==> config.mk <==
export PLATFORM = sky130hd
export DESIGN_NAME = btb_predictor
export DESIGN_NICKNAME = d
export VERILOG_FILES = /design/src/rtl/btb_pkg.sv /design/src/rtl/btb_alloc_rule.sv /design/src/rtl/btb_resolve_rule.sv /design/src/rtl/btb_slot_array.sv /design/src/rtl/btb_predictor.sv
export SDC_FILE = /design/constraint.sdc
export NUM_CORES = 1
export LEC_CHECK = 0
export BUFFER_PORTS_ARGS = -buffer_cell sky130_fd_sc_hd__buf_2
export CORE_MARGIN = 1
export CORE_UTILIZATION = 28
export DETAILED_ROUTE_END_ITERATION = 16
export SLEW_MARGIN = 20
export SYNTH_ARGS = -nofsm -noshare
export SYNTH_HDL_FRONTEND = slang
export SYNTH_SLANG_ARGS = --single-unit
==> constraint.sdc <==
create_clock -name clk -period 3.1 [get_ports clk]
set_input_delay 0.155 -clock clk [delete_from_list [all_inputs] [get_ports clk]]
set_output_delay 0.155 -clock clk [all_outputs]
set_load 0.01 [all_outputs]
==> src/rtl/btb_pkg.sv <==
package btb_pkg;
    localparam int ADDR_W  = 16;
    localparam int IDX_W   = 4;
    localparam int TAG_W   = ADDR_W - IDX_W;
    localparam int ENTRIES = 1 << IDX_W;

    typedef logic [ADDR_W-1:0] addr_t;
    typedef logic [IDX_W-1:0]  idx_t;
    typedef logic [TAG_W-1:0]  tag_t;

    typedef enum logic [1:0] {
        DIR_STRONG_NT = 2'b00,
        DIR_WEAK_NT   = 2'b01,
        DIR_WEAK_T    = 2'b10,
        DIR_STRONG_T  = 2'b11
    } dir_t;

    typedef struct packed {
        logic  valid;
        tag_t  tag;
        addr_t target;
        dir_t  dir;
    } slot_t;

    function automatic idx_t slot_of(addr_t a);
        return a[IDX_W-1:0];
    endfunction

    function automatic tag_t tag_of(addr_t a);
        return a[ADDR_W-1:IDX_W];
    endfunction

    // First-sight guess: only a strictly backward target starts as taken.
    function automatic dir_t first_guess(addr_t pc, addr_t tgt);
        return (tgt < pc) ? DIR_WEAK_T : DIR_WEAK_NT;
    endfunction

    function automatic dir_t dir_step(dir_t d, logic taken);
        dir_t r;
        r = d;
        unique case (d)
            DIR_STRONG_NT: r = taken ? DIR_WEAK_NT  : DIR_STRONG_NT;
            DIR_WEAK_NT:   r = taken ? DIR_WEAK_T   : DIR_STRONG_NT;
            DIR_WEAK_T:    r = taken ? DIR_STRONG_T : DIR_WEAK_NT;
            DIR_STRONG_T:  r = taken ? DIR_STRONG_T : DIR_WEAK_T;
            default:       r = d;
        endcase
        return r;
    endfunction

    function automatic logic slot_matches(slot_t s, addr_t a);
        return s.valid && (s.tag == tag_of(a));
    endfunction
endpackage

==> src/rtl/btb_alloc_rule.sv <==
module btb_alloc_rule
    import btb_pkg::*;
(
    input  logic  req,
    input  logic  indirect,
    input  addr_t pc,
    input  addr_t target,
    input  slot_t cur,
    output logic  present,
    output logic  wr_en,
    output slot_t wr_slot
);
    always_comb begin
        present        = slot_matches(cur, pc);
        wr_en          = req && !indirect && !present;
        wr_slot.valid  = 1'b1;
        wr_slot.tag    = tag_of(pc);
        wr_slot.target = target;
        wr_slot.dir    = first_guess(pc, target);
    end
endmodule

==> src/rtl/btb_resolve_rule.sv <==
module btb_resolve_rule
    import btb_pkg::*;
(
    input  logic  req,
    input  addr_t pc,
    input  logic  taken,
    input  slot_t cur,
    output logic  hit,
    output logic  pred,
    output logic  wr_en,
    output dir_t  wr_dir
);
    always_comb begin
        hit    = slot_matches(cur, pc);
        pred   = cur.dir[1];
        wr_en  = req && hit;
        wr_dir = dir_step(cur.dir, taken);
    end
endmodule

==> src/rtl/btb_slot_array.sv <==
module btb_slot_array
    import btb_pkg::*;
(
    input  logic                 clk,
    input  logic                 rst,
    input  idx_t                 lk_idx,
    input  idx_t                 al_idx,
    input  idx_t                 rs_idx,
    input  logic                 al_we,
    input  slot_t                al_slot,
    input  logic                 rs_we,
    input  dir_t                 rs_dir,
    output slot_t                lk_slot,
    output slot_t                al_slot_rd,
    output slot_t                rs_slot_rd,
    output logic [ENTRIES-1:0]   valid_vec,
    output logic [2*ENTRIES-1:0] dir_vec
);
    slot_t slots [ENTRIES];

    for (genvar g = 0; g < ENTRIES; g++) begin : g_slot
        slot_t q;
        logic  al_sel;
        logic  rs_sel;

        assign al_sel = al_we && (al_idx == idx_t'(g));
        assign rs_sel = rs_we && (rs_idx == idx_t'(g));

        always_ff @(posedge clk) begin
            if (rst) begin
                q <= '0;
            end else if (al_sel) begin
                q <= al_slot;
            end else if (rs_sel) begin
                q.dir <= rs_dir;
            end
        end

        assign slots[g]           = q;
        assign valid_vec[g]       = q.valid;
        assign dir_vec[2*g +: 2]  = q.dir;
    end

    assign lk_slot    = slots[lk_idx];
    assign al_slot_rd = slots[al_idx];
    assign rs_slot_rd = slots[rs_idx];
endmodule

==> src/rtl/btb_predictor.sv <==
module btb_predictor
    import btb_pkg::*;
(
    input  logic              clk,
    input  logic              rst,
    input  logic [ADDR_W-1:0] lk_pc,
    output logic              lk_hit,
    output logic              lk_taken,
    output logic [ADDR_W-1:0] lk_target,
    input  logic              al_valid,
    input  logic              al_indirect,
    input  logic [ADDR_W-1:0] al_pc,
    input  logic [ADDR_W-1:0] al_target,
    input  logic              rs_valid,
    input  logic [ADDR_W-1:0] rs_pc,
    input  logic              rs_taken,
    input  logic              rs_mispredict
);
    slot_t                lk_slot;
    slot_t                al_cur;
    slot_t                rs_cur;
    slot_t                al_new;
    logic                 al_we;
    logic                 al_match;
    logic                 rs_we;
    logic                 rs_hit;
    logic                 rs_pred;
    dir_t                 rs_dir;
    logic [ENTRIES-1:0]   valid_vec;
    logic [2*ENTRIES-1:0] dir_vec;
    logic                 unused_mispredict;

    // The flag only feeds the bound checker.
    assign unused_mispredict = rs_mispredict;

    btb_alloc_rule u_alloc (
        .req     (al_valid),
        .indirect(al_indirect),
        .pc      (al_pc),
        .target  (al_target),
        .cur     (al_cur),
        .present (al_match),
        .wr_en   (al_we),
        .wr_slot (al_new)
    );

    btb_resolve_rule u_resolve (
        .req   (rs_valid),
        .pc    (rs_pc),
        .taken (rs_taken),
        .cur   (rs_cur),
        .hit   (rs_hit),
        .pred  (rs_pred),
        .wr_en (rs_we),
        .wr_dir(rs_dir)
    );

    btb_slot_array u_array (
        .clk       (clk),
        .rst       (rst),
        .lk_idx    (slot_of(lk_pc)),
        .al_idx    (slot_of(al_pc)),
        .rs_idx    (slot_of(rs_pc)),
        .al_we     (al_we),
        .al_slot   (al_new),
        .rs_we     (rs_we),
        .rs_dir    (rs_dir),
        .lk_slot   (lk_slot),
        .al_slot_rd(al_cur),
        .rs_slot_rd(rs_cur),
        .valid_vec (valid_vec),
        .dir_vec   (dir_vec)
    );

    always_comb begin
        lk_hit    = slot_matches(lk_slot, lk_pc);
        lk_taken  = lk_hit && lk_slot.dir[1];
        lk_target = lk_hit ? lk_slot.target : '0;
    end
endmodule

* Word-level counts from Yosys, hierarchy flattened
Index checks and enable logic that the tools add are counted.
Storage, ports and cells: flip-flop bits (word level) 496, bits of input ports 71
Operators by class: order comparisons 4, equality and inequality tests 36, reductions and logical operators 60, multiplexer cells 48, bitwise logic cells 3
Operators with widths (count):
- $bmux W31 S4 | 3
- $mux W31 | 6
- $mux W2 | 35
- $eq A4 B4 Y1 const B | 16
- $logic_and A1 B1 Y1 | 39
- $eq A12 B12 Y1 | 3
- $eq A4 B3 Y1 const B | 8
- $reduce_bool A2 Y1 | 16
- $eq A4 B2 Y1 const B | 4
- $lt A16 B16 Y1 | 1
- $mux W16 | 1
- $ge A5 B5 Y1 const B | 3
- $not A4 Y5 | 3
- $eq A4 B1 Y1 const B | 2
- $logic_not A4 Y1 | 2
- $pmux W2 S4 | 1
- $eq A2 B2 Y1 const B | 2
- $eq A2 B1 Y1 const B | 1
- $logic_not A1 Y1 | 2
- $logic_not A2 Y1 | 1
- $mux W1 | 2

* Longest topological paths before layout
word-level depth 10, depth in mapped cells 15, mapped depth without buffers 10

* Modules after synthesis
From an unflattened synthesis, not the netlist that was laid out.
Second synthesis, totals: cells, all modules 3424, area, all modules 32054.5 µm²
By module, submodules not included:
- btb_slot_array | sequential area each 9929.5 µm², cells an instance 3244, area each 30658.2 µm², instances 1
- btb_alloc_rule | sequential area each 0.0 µm², cells an instance 100, area each 763.2 µm², instances 1
- btb_predictor | sequential area each 0.0 µm², cells an instance 57, area each 457.9 µm², instances 1
- btb_resolve_rule | sequential area each 0.0 µm², cells an instance 23, area each 175.2 µm², instances 1

* Worst setup path after synthesis
Ideal clock, no wire load.
path type input to output, start point in lk_pc[0], end point out lk_target[10], required time 2.945 ns, path slack -0.174 ns, data arrival time 3.119 ns, cell stages on the path 9, path buffers 3, cell sequence buf_2 -> buf_1 -> mux4_2 -> mux4_2 -> xor2_1 -> nor4_1 -> nand4_1 -> clkbuf_1 -> nor2b_1
Between the ends: word-level cells in the longest chain between the ends 7
RTL lines:
- start: declaration | RTL line btb_predictor.sv:6 | input logic [ADDR_W-1:0] lk_pc,
- $not A4 Y5 (not written as such) * | RTL line btb_slot_array.sv:44 | assign lk_slot = slots[lk_idx];
- $bmux W31 S4 * | RTL line btb_slot_array.sv:44
- $mux W31 (not written as such) * (2 in a row) | RTL line btb_slot_array.sv:44
- $eq A12 B12 Y1 | RTL line btb_pkg.sv:52 | return s.valid && (s.tag == tag_of(a));
- $logic_and A1 B1 Y1 | RTL line btb_pkg.sv:52
- $mux W16 * | RTL line btb_predictor.sv:78 | lk_target = lk_hit ? lk_slot.target : '0;
- end: declaration | RTL line btb_predictor.sv:9 | output logic [ADDR_W-1:0] lk_target,
Mark *: on every way between the ends. The rest lies on a longest branch, timed or not. The select of a mux whose other input is x is not followed.

* Worst setup path after layout
start point reg u_array.g_slot[11].q[29] in the netlist's numbering, end point out lk_target[0]
Between the ends: word-level cells in the longest chain between the ends 6
RTL lines:
- start: declaration | RTL line btb_slot_array.sv:22 | slot_t q;
- start signal: assignment | RTL line btb_slot_array.sv:33 | q <= al_slot;
- $bmux W31 S4 | RTL line btb_slot_array.sv:44
- $mux W31 (not written as such) (2 in a row) | RTL line btb_slot_array.sv:44
- $eq A12 B12 Y1 | RTL line btb_pkg.sv:52
- $logic_and A1 B1 Y1 | RTL line btb_pkg.sv:52
- $mux W16 | RTL line btb_predictor.sv:78
No other way between the ends. The select of a mux whose other input is x is not followed.

==> impl_metrics.toml <==
[outcome]
status = "complete, but fails checks"
violations = "setup timing"

[logic_synthesis]
syn_inst = 2431
yosysSeqAreaShare_pct = 36.9
synth_area_leaders = "dfxtp_1, mux2i_1, mux4_2"
synth_edf_count = 0
yosysTopAreaCellShare_pct = 36.9
synth_area_um2 = 26900
yosysWarnings = 0
yosys.cell_types.count = 72
synthAdderAreaFrac_pct = 0.772
ys_ff_latch = 496
synth-simple-area-share_pct = 11.1
synth_top_area_cell = "dfxtp_1"
synth_xor_area_share_pct = 0.911
synth_compound_area_share_pct = 4.13
synth_top_family_by_area = "multiplexers"
synthFlopType = "dfxtp_1"
async_reset_ff_share_pct = 0
syn_nets = 2517
avgSynthCellArea_um2 = 11.1
synthMuxAreaShare_pct = 41.0

[global_route]
grt_pass1_wl_um = 141000
antenna_found_initial = 6
grt_pass1_vias = 20764
grt_max_degree = 127
track_usage_pct = 19.1
gr-total-overflow = 0

[placement]
dp_slack_ns = -0.480
numPortBuffers = 87
hpwl_um = 60700
globalplace.congestion = 0.908

[power_and_ir_drop]
ir_drop_mv = 0.461
p_switching_mw = 3.74
power.share.clock_pct = 44.5
p_sw_share_pct = 25.9
internal-power_mw = 10.7
powerDensity_nw_per_um2 = 417
seq_power_share_pct = 44.8
p_leak_nw = 16.2
p_comb_share_pct = 10.7

[worst_setup_path]
start_kind = "flip-flop"
path_max_fanout = 4
crit_arrival_ns = 3.53
critPathKind = "reg -> out"
end_kind = "output pin"
worstPathRequired_ns = 2.94
rrSetupSlack_ns = -0.55

[clock_tree]
worstSkewPairLatency_ns = 0.63
cts_tree = "built"
cts.sinks = 496
path_clk_slew_ns = 0.06
cts-root-buf = "clkbuf_16"
numCtsBuffers = 50
cts_max_level = 2
cts_buffer_depth = 3

[route]
ant_nets = 0
first_pass_iters = 5
drtIter0Drc = 1861
routed_via_density = 5.24
drc = 0
wl_per_cell_um = 23.5
vias = 21013
met1Wirelength_um = 38600
met3WireLength_um = 5590
drt-total-wl_um = 94200
highest_layer = "met5"
dr_wl_met2_um = 45700

[sta]
hold_viol = 0
rsz0062_at_grt = "yes"
max_freq_ghz = 0.271
fin_tns_setup_ns = -181.89
fin_ws_ns = -0.590
setup_viol = 514
clock_skew_ns = 0.0171
finalMaxSlewViolations = 0
finalCritPeriodShare_pct = 119
worstMarginPinSlew_ns = 1.12
relSlewSlack_pct = 24.7
fin_crit_ns = 3.69

[layout]
nets = 2796
area_growth_pct = 28.5
drive_gt1_share_pct = 32.6

[job]
cap_violations = 0

[floorplanning]
die-area_um2 = 97400
ios = 89
num_rows = 113
start_util_pct = 28.3
die_y_um = 312
die_w_um = 312
core_area_um2 = 95200

[min_path]
hp-class = "in -> reg"
worst max-delay path: stages (launching register included):
cell,delay [ns]
dfxtp_2,0.34
mux4_2,0.47
mux4_2,0.54
xnor2_4,0.23
nand4_1,0.26
nor4_2,0.25
nand4_1,0.17
buf_6,0.21
buf_12,0.14
nor2b_4,0.16
buf_6,0.13
cell usage after synthesis, types with 10 or more instances:
cell / instances
buf_6: 11
nand4_1: 12
o22ai_1: 11
a211oi_1: 22
a22oi_1: 25
mux4_2: 239
nor2_1: 478
nand2_1: 24
mux2i_1: 552
clkbuf_1: 129
nand3_1: 27
ha_1: 15
buf_4: 52
buf_2: 32
a21oi_1: 25
nor2b_1: 37
a21o_1: 12
dfxtp_1: 496
nand3_2: 10
inv_1: 39
buf_1: 14
o21a_1: 13
xnor2_1: 20
stage by stage:
step	hold slack (ns)	total power, mW	std cells	utilization, %	cell area, um^2
after CTS	0.00252	14.5	4025	36.5	34700
after detailed placement	0.466	8.03	3820	32.3	30700
after global placement	0.459	8.02	3820	32.3	30700
after global routing	0.0392	14.8	4013	36.4	34600
after floorplan	0.299	7.44	2431	-	26900
final	0.0371	14.4	4013	36.4	34600
cell families after synthesis:
logic type	after synthesis
flip-flops	496
multiplexers	801
AND/OR/NAND/NOR	656
buffers and inverters	280
AO/OA/AOI/OAI	153
adder cells (fa/ha/maj)	17
XOR/XNOR	28
cell usage in the layout (no fill, tap or decap), types with 9 or more instances in the layout:
cell           count
mux2i_1          534
mux2i_2           15
nand3_4           12
mux4_2           239
nand3_1           26
xnor2_1           18
ha_1              15
nor2b_1           23
dfxtp_1          490
nor2_1           465
buf_2             74
buf_12            97
buf_4            223
a21oi_1           23
buf_6             38
dlygate4sd3_1     10
clkbuf_16         50
a211oi_1          13
nand4_1           12
o22ai_1           10
inv_1             38
a21o_1            12
a22oi_1           25
o21a_1            13
nor2b_4            9
a211oi_2           9
buf_16            20
clkinv_2          16
nand2_1           23
power by group through the flow:
| stage | registers, mW | logic, mW | clock network, mW |
|---|---|---|---|
| CTS | 6.46 | 1.52 | 6.51 |
| floorplan | 6.59 | 0.856 | 0 |
| finish | 6.46 | 1.54 | 6.42 |
| global route | 6.46 | 1.61 | 6.75 |
| global placement | 6.60 | 1.43 | 0 |
| detailed placement | 6.60 | 1.43 | 0 |
layout make-up:
cell class,instances,area [um^2]
Sequential cell,496,9940
Inverter,40,155
Clock buffer,59,1320
Timing Repair Buffer,467,5140
Antenna cell,1,2.50
Multi-Input combinational cell,1655,16100
Fill cell,9180,60600
Tap cell,1265,1580
Clock inverter,30,379
flip-flops by register name, indices dropped and copies added, names as in the netlist:
name	flops
u_array.g_slot.q	448
u_array.dir_vec	32
u_array.valid_vec	16
metal layers:
metal	up-vias	track usage, %
li1	9448	-
met1	10586	24.3
met2	774	32.2
met3	199	2.59
met4	6	8.07
met5	-	0
final timing paths:
check                      startpoint                  endpoint  cells after the start
min                      al_target[5]    u_array.g_slot[0].q[7]                      3
min reg2reg      u_array.valid_vec[7]      u_array.valid_vec[7]                      2
max          u_array.g_slot[11].q[29]              lk_target[0]                     10
max reg2reg  u_array.g_slot[11].q[29]  u_array.g_slot[10].q[17]                     17
what timing repair did:
item | in CTS | in global routing
hold buffers | 10 | 0
endpoints found under the hold margin | 160 | 0
pin swaps | 28 | 31
gates cloned | 37 | 0
gates resized for setup | 123 | 97
buffers inserted | 71 | 20
setup endpoints to repair | 482 | 514
No activity file was read; power rests on OpenSTA's default activity.
